File: src/rtl/sb_decode.sv
module sb_decode #(
  parameter int XLEN = 32,
  parameter int IW   = 16,
  parameter int OFFW = 16
) (
  input  logic            clk,
  input  logic            rst_n,
  input  logic            instr_valid,
  input  logic [IW-1:0]   instr,
  input  logic [OFFW-1:0] ext_word,
  input  logic [XLEN-1:0] flags,
  input  logic [XLEN-1:0] pc,
  input  logic [XLEN-1:0] sp,
  output logic [IW/4-1:0] op_code,
  output logic [IW/4-1:0] fld_r2,
  output logic [IW/4-1:0] fld_r1,
  output logic [IW/4-1:0] fld_r0,
  output logic [2:0]      instr_len,
  output logic            cond_met,
  output logic            dst_we,
  output logic [IW/4-1:0] dst_idx,
  output logic [XLEN-1:0] set_val,
  output logic            sp_we,
  output logic [XLEN-1:0] sp_next,
  output logic [XLEN-1:0] next_pc,
  output logic            halted
);
  localparam int FW = IW/4;
  localparam logic [FW-1:0] OP_MOVE = 4'd0,  OP_POP  = 4'd1,  OP_PUSH = 4'd2,
                            OP_ALU  = 4'd3,  OP_MOVR = 4'd4,  OP_LDB  = 4'd7,
                            OP_LDL  = 4'd8,  OP_LDBI = 4'd9,  OP_LDLI = 4'd10,
                            OP_JAL  = 4'd11, OP_HALT = 4'd12, OP_SETB = 4'd13;
  localparam logic [XLEN-1:0] STEP = XLEN'(4);

  logic halted_q, active, is_setb, hit, writes_r2;
  logic [2:0] flg;
  logic [XLEN-1:0] seq_pc, off_x;

  assign op_code = instr[IW-1 -: FW];
  assign fld_r2  = instr[3*FW-1 -: FW];
  assign fld_r1  = instr[2*FW-1 -: FW];
  assign fld_r0  = instr[FW-1:0];

  assign active  = instr_valid & ~halted_q;
  assign is_setb = op_code == OP_SETB;
  assign flg     = {1'b1, flags[XLEN-2], flags[XLEN-3]};
  assign hit     = (flg & fld_r2[2:0]) == ({3{fld_r2[3]}} & fld_r2[2:0]);
  assign cond_met = is_setb & hit;

  assign instr_len = (op_code == OP_LDLI) ? 3'd6 : is_setb ? 3'd4 : 3'd2;

  always_comb begin
    case (op_code)
      OP_MOVE, OP_POP, OP_ALU, OP_MOVR, OP_LDB,
      OP_LDL, OP_LDBI, OP_LDLI, OP_JAL: writes_r2 = 1'b1;
      default:                          writes_r2 = 1'b0;
    endcase
  end

  assign dst_idx = is_setb ? fld_r1 : fld_r2;
  assign dst_we  = active & (is_setb | writes_r2) & (dst_idx > FW'(1));
  assign set_val = {{(XLEN-1){1'b0}}, cond_met};

  assign sp_we   = active & ((op_code == OP_POP) | (op_code == OP_PUSH));
  assign sp_next = (op_code == OP_POP)  ? sp + STEP :
                   (op_code == OP_PUSH) ? sp - STEP : sp;

  assign off_x  = {{(XLEN-OFFW){ext_word[OFFW-1]}}, ext_word};
  assign seq_pc = pc + XLEN'(instr_len);
  assign next_pc = (!active || op_code == OP_HALT) ? pc :
                   cond_met ? seq_pc + off_x : seq_pc;

  always_ff @(posedge clk or negedge rst_n) begin
    if (!rst_n)                             halted_q <= 1'b0;
    else if (active && op_code == OP_HALT)  halted_q <= 1'b1;
  end
  assign halted = halted_q;

  p_halt_sticky_r8: assert property (@(posedge clk) disable iff (!rst_n)
    halted |=> halted);
  p_halt_quiet_r8: assert property (@(posedge clk) disable iff (!rst_n)
    halted |-> (!dst_we && !sp_we && next_pc == pc));
  p_const_reg_r5: assert property (@(posedge clk) disable iff (!rst_n)
    dst_we |-> dst_idx > FW'(1));
  p_sp_step_r7: assert property (@(posedge clk) disable iff (!rst_n)
    sp_we |-> (sp_next == sp + STEP || sp_next == sp - STEP));
  p_idle_r9: assert property (@(posedge clk) disable iff (!rst_n)
    !instr_valid |-> (!dst_we && !sp_we && next_pc == pc));
  p_halt_entry_r8: assert property (@(posedge clk) disable iff (!rst_n)
    (!halted && !instr_valid) |=> !halted);
  p_len_r2: assert property (@(posedge clk) disable iff (!rst_n)
    instr_len == 3'd2 || instr_len == 3'd4 || instr_len == 3'd6);
endmodule

File: config.mk
export PLATFORM = sky130hd
export DESIGN_NAME = sb_decode
export DESIGN_NICKNAME = d
export VERILOG_FILES = /design/src/rtl/sb_decode.sv
export SDC_FILE = /design/constraint.sdc
export NUM_CORES = 1
export LEC_CHECK = 0
export ABC_AREA = 0
export BUFFER_PORTS_ARGS = -buffer_cell sky130_fd_sc_hd__buf_2
export CAP_MARGIN = 0
export CORE_ASPECT_RATIO = 1.1
export CORE_MARGIN = 1.5
export CORE_UTILIZATION = 40
export CTS_BUF_LIST = sky130_fd_sc_hd__clkbuf_2
export CTS_CLUSTER_DIAMETER = 30
export DETAILED_ROUTE_END_ITERATION = 10
export GPL_TIMING_DRIVEN = 0
export PLACE_DENSITY = 0.76
export SKIP_CTS_REPAIR_TIMING = 1
export SLEW_MARGIN = 10
export SYNTH_ARGS = -nofsm -noshare
export SYNTH_HDL_FRONTEND = slang
export SYNTH_SLANG_ARGS = --single-unit
File: constraint.sdc
create_clock -name clk -period 4.2 [get_ports clk]
set_clock_uncertainty 0.2 [all_clocks]
set_input_delay 0.21 -clock clk [delete_from_list [all_inputs] [get_ports clk]]
set_output_delay 0.21 -clock clk [all_outputs]
set_load 0.05 [all_outputs]
# Word level (Yosys, flattened, before mapping)
# Memory sizes are Yosys's and may differ from the RTL's.
# Index checks and enable logic that the tools add are counted.
# Widths: inputs -> output; s select.
# op_classes
mux	7
n_eq_ne	6
magnitude_cmp	1
addsub	4
n_bitwise	10
n_reduce_logical	3
# op_table
cell	count
$mux 32	4
$add 32x3->32	1
$add 32x3->32 const B	1
$add 32x32->32	1
$sub 32x3->32 const B	1
$eq 4x4->1 const B	3
$and 3x3->3	2
$mux 3	2
$and 1x1->1	5
$eq 4x1->1 const B	1
$eq 4x2->1 const B	1
$gt 4x1->1 const B	1
$mux 4	1
$eq 3x3->1	1
$or 1x1->1	2
$logic_and 1x1->1	1
$logic_not 1->1	1
$logic_or 1x1->1	1
$not 1->1	1
# word_totals
out_inout_bits	123
register_bits	1
wordCells	33
mem_count	1
mem_bits_ro	16
input_bits	131
# memory_table
memory	words	width	read_ports	rd_ports_with_merged_regs	wr	line_no	text
(no name shown)	16	1	1	0	0	53	case (op_code)

# Depth between registers and ports, before layout
# depth
word_depth	7
mapped_depth	22
depth_no_buf	22

# Worst setup path after synthesis
# No wires, ideal clock.
# synth_timing
path_kind	input port to output port
from	in instr[13]
to	out next_pc[31]
slack_ns	-1.645
arrival_time_ns	5.435
path_buffers	0
required_ns	3.790
stages	20
cell_sequence	inv_1 ha_1 and2_1 nand2_1 ha_1 inv_1 fa_1 nand4b_1 nor2_2 nand2_1 nor3_4 nand3_1 xnor2_1 ha_1 nand3_1 nor2_1 o211ai_1 a31o_2 xor2_1 o311ai_1
# synth_between
elab_chain_cells	7
elab_cells_between_ends	11
cone_classes	add/sub (2); eq/ne (3); mux (4); bitwise (1); reduce/logical (1)
# synth_rtl
item	line_no	text
start, declared	9	input logic [IW-1:0] instr,
$eq 4x4->1	45	assign is_setb = op_code == OP_SETB;
$mux 3	50	assign instr_len = (op_code == OP_LDLI) ? 3'd6 : is_setb ? 3'd4 : 3'd2;
$mux 3 (*)	50	
named net instr_len[1]	18	output logic [2:0] instr_len,
$add 32x3->32 (*)	69	assign seq_pc = pc + XLEN'(instr_len);
$add 32x32->32	71	cond_met ? seq_pc + off_x : seq_pc;
$mux 32 (*)	71	
$mux 32 (*)	70	assign next_pc = (!active || op_code == OP_HALT) ? pc :
end, declared	25	output logic [XLEN-1:0] next_pc,
# The timed path passes the listed nets; every way through them passes the cells marked *.

# Worst setup path after layout
# layout_timing
from	in instr[13]
to	out next_pc[30]
# layout_between
elab_chain_cells	7
elab_cells_between_ends	11
cone_classes	add/sub (2); eq/ne (3); mux (4); bitwise (1); reduce/logical (1)
# layout_rtl
item	line_no
$eq 4x4->1	45
$mux 3 (2 in series)	50
$add 32x3->32	69
$add 32x32->32	71
$mux 32	71
$mux 32 (*)	70
# Mark *: on every way between the ends. The rest lies on a longest branch, timed or not.

==> metrics.md <==
| Metric | Value |
|---|---|
| Placed cell areas | 6030 um2 |
| Pwr dens | 157 nW/um2 |
| Worst Tran Pin Value | 1010 ps |
| Worst VDD drop | 131 uV |
| RSZ-0062 raised after global routing | true |
| First-pass GRT wire length | 23.9 mm |
| Worst r2r src | halted$_DFFE_PN0P_ |
| DRC | 0 |
| Worst setup path endpoint | next_pc[30] |
| Core Util, Final | 63.4% |
| # IOs | 254 |
| GP Congestion | 0.916 |
| Met3 global-route usage | 1.94% |
| Leak pwr | 3.13 nW |
| Largest net degree at the start of global routing | 22 |
| Final cycle utilization of the critical path | 119% |
| Worst Setup SP | instr[13] |
| Worst Setup Slack, final | -807 ps |
| CP Depth | 25 |
| Nets | 1113 |
| Slew Limit Fails | 0 |
| Clock latency on the worst-skew pair | 0 ps |
| FF-to-FF End | halted$_DFFE_PN0P_ |
| CP required | 3790 ps |
| Dominant cells by area after synthesis | ha_1 11%, xnor2_1 9.5%, buf_4 8.5% |
| FFs w/ async S/R, synth | 100% |
| R2R depth | 1 |
| Clk slew on worst S/H paths | 0 ps |
| Failing checks | negative setup slack |
| HP Class | primary input to flop |
| Synth Flop Type | dfrtp_1 |
| Vias | 5985 |
| Synthesis-to-layout area growth | 53.9% |
| Count leader, synth | nand2_1 |
| Die W | 104 um |
| F_max | 0.200 GHz |
| CP max FO | 6 |
| Antenna Cells | 0 |
| Most common cell on crit path | ha_4 |
| Initial Utilization | 41.2% |
| Avg WL per Cell | 15.7 um |
| HPWL Detailed | 12.4 mm |
| Fraction of layout cells with a size suffix above 1 | 41.9% |
| Initial DRC Count | 343 |
| Largest area contributor in the netlist | ha_1 |
| Pre-antenna DRT Iters | 5 |
| Placed insts | 1050 |
| Die ar. | 11900 um2 |
| Status | complete, but fails checks |
| Worst path bufs/invs | 6 |
| Vias in the first global route | 5031 |
| CP arrival | 4600 ps |
| Synth cell count leaders | 67 x nand2_1, 65 x nor2_1, 60 x a21oi_1 |
| Routed Antenna Nets | 0 |
| Synth cell types | 65 |
| Kind of critical path | primary input to output port |
| Yosys warnings | 0 |
| GRT Max-Usage Layer | met2 |
| Met1 usage | 29.4% |
| # setup viols final | 22 |
| Fin. Hold Viols | 0 |
| Number of synthesized flops with an enable pin | 0 |
| Total track usage | 23.6% |
| R2R setup slack | 3290 ps |
| Die Y | 114 um |
| Max-cap violations | 0 |
| CP max-delay cell | a221o_1 |
| Grt ovf | 0 |
| Tmin final | 5010 ps |
| DP Worst Slack | -1220 ps |
| Area of the mapped netlist | 4510 um2 |
| Seq/Total Area, Yosys | 0.554% |
| Rows | 40 |
| Design area | 6950 um2 |
| Antenna violations before repair | 0 |
| Setup TNS | -8770 ps |
| Crit start category | primary input |
| Final cell count without fillers | 1086 |
| #FFs+latches synth | 1 |
| Worst Setup End Kind | output port |
| Vias per cell | 5.51 |
| Buffers added on ports | 177 |
| Syn avg cell area | 6.49 um2 |
| Grt met2 use | 44.5% |
| Max-slew headroom | 32.7% |
| Max FFs per register | 1 |
| Cells after Synth | 695 |
| Core Area | 11000 um2 |
| Area fraction of the dominant cell type after synthesis | 10.8% |
| FILL cells | 968 |
| Critical path's top delay family | compound AO/OA/AOI/OAI gates |
| CP peak stage delay | 360 ps |
| WL final | 17.1 mm |
==> worst min-delay path by stage <==
stage                               endpoint  cells past startpoint        start
after floorplan           halted$_DFFE_PN0P_                      0        rst_n
after global placement    halted$_DFFE_PN0P_                      1        rst_n
after detailed placement  halted$_DFFE_PN0P_                      1        rst_n
after CTS                 halted$_DFFE_PN0P_                      1        rst_n
after global routing      halted$_DFFE_PN0P_                      2  instr_valid
final                     halted$_DFFE_PN0P_                      2  instr_valid
==> placed cells by master (no fill, tap or decap), types with 6 or more instances in the layout <==
cell,instances
and3_1,12
nand2_1,64
o21ai_1,11
a21oi_2,12
nor3_1,14
o21ai_0,21
buf_4,87
and2_1,6
ha_4,13
conb_1,32
xnor2_1,42
nor4_1,7
nor2_2,7
o21bai_1,6
clkbuf_1,19
a21oi_1,46
buf_6,15
ha_1,24
xor2_1,32
nand3_1,20
and4_1,8
inv_1,13
nor2b_1,10
a21o_1,18
buf_2,156
a31oi_1,15
nand3_2,8
or3_1,9
o21ai_4,9
nor2_1,57
nand4_1,13
==> per-stage QoR <==
step,power (mW),hold slack [ps]
after detailed placement,0.937,-215
after global placement,0.931,-215
after global routing,1.16,306
final,1.09,295
after CTS,0.941,-215
after floorplan,0.723,-286
==> report_power, final <==
part | leakage, nW | total (mW) | switching [mW] | internal (mW)
Combinational | 3.12 | 1.08 | 0.695 | 0.384
Clock | 0 | 0 | 0 | 0
Sequential | 0.0102 | 0.0128 | 0.00123 | 0.0115
Total | 3.13 | 1.09 | 0.696 | 0.395
==> kinds of logic (layout without fill, tap and decap cells) <==
| logic type | after synthesis | count (layout) | synth area share, % |
|---|---|---|---|
| flip-flops | 1 | 1 | 0.554 |
| buffers and inverters | 98 | 311 | 12.4 |
| AND/OR/NAND/NOR | 266 | 266 | 29.5 |
| AO/OA/AOI/OAI | 195 | 195 | 27.4 |
| XOR/XNOR | 86 | 86 | 16.7 |
| multiplexers | 7 | 7 | 1.69 |
| adder cells (fa/ha/maj) | 41 | 41 | 11.7 |
| other | 1 | 32 | 0.0831 |
==> per-layer routing <==
metal	vias up	wire length (um)
li1	2928	-
met2	292	8710
met3	43	1210
met5	-	0
met4	0	451
met1	2722	6720
==> layout make-up <==
| class | count | area, um2 | share of cell area [%] |
|---|---|---|---|
| Buffer | 77 | 504 | 7.26 |
| Inverter | 18 | 80.1 | 1.15 |
| Multi-Input combinational cell | 627 | 4830 | 69.5 |
| Sequential cell | 1 | 25.0 | 0.360 |
| Timing Repair Buffer | 216 | 1320 | 19.0 |
| Tap cell | 147 | 184 | 2.65 |
Note: power is estimated with default switching activity, not from simulation.
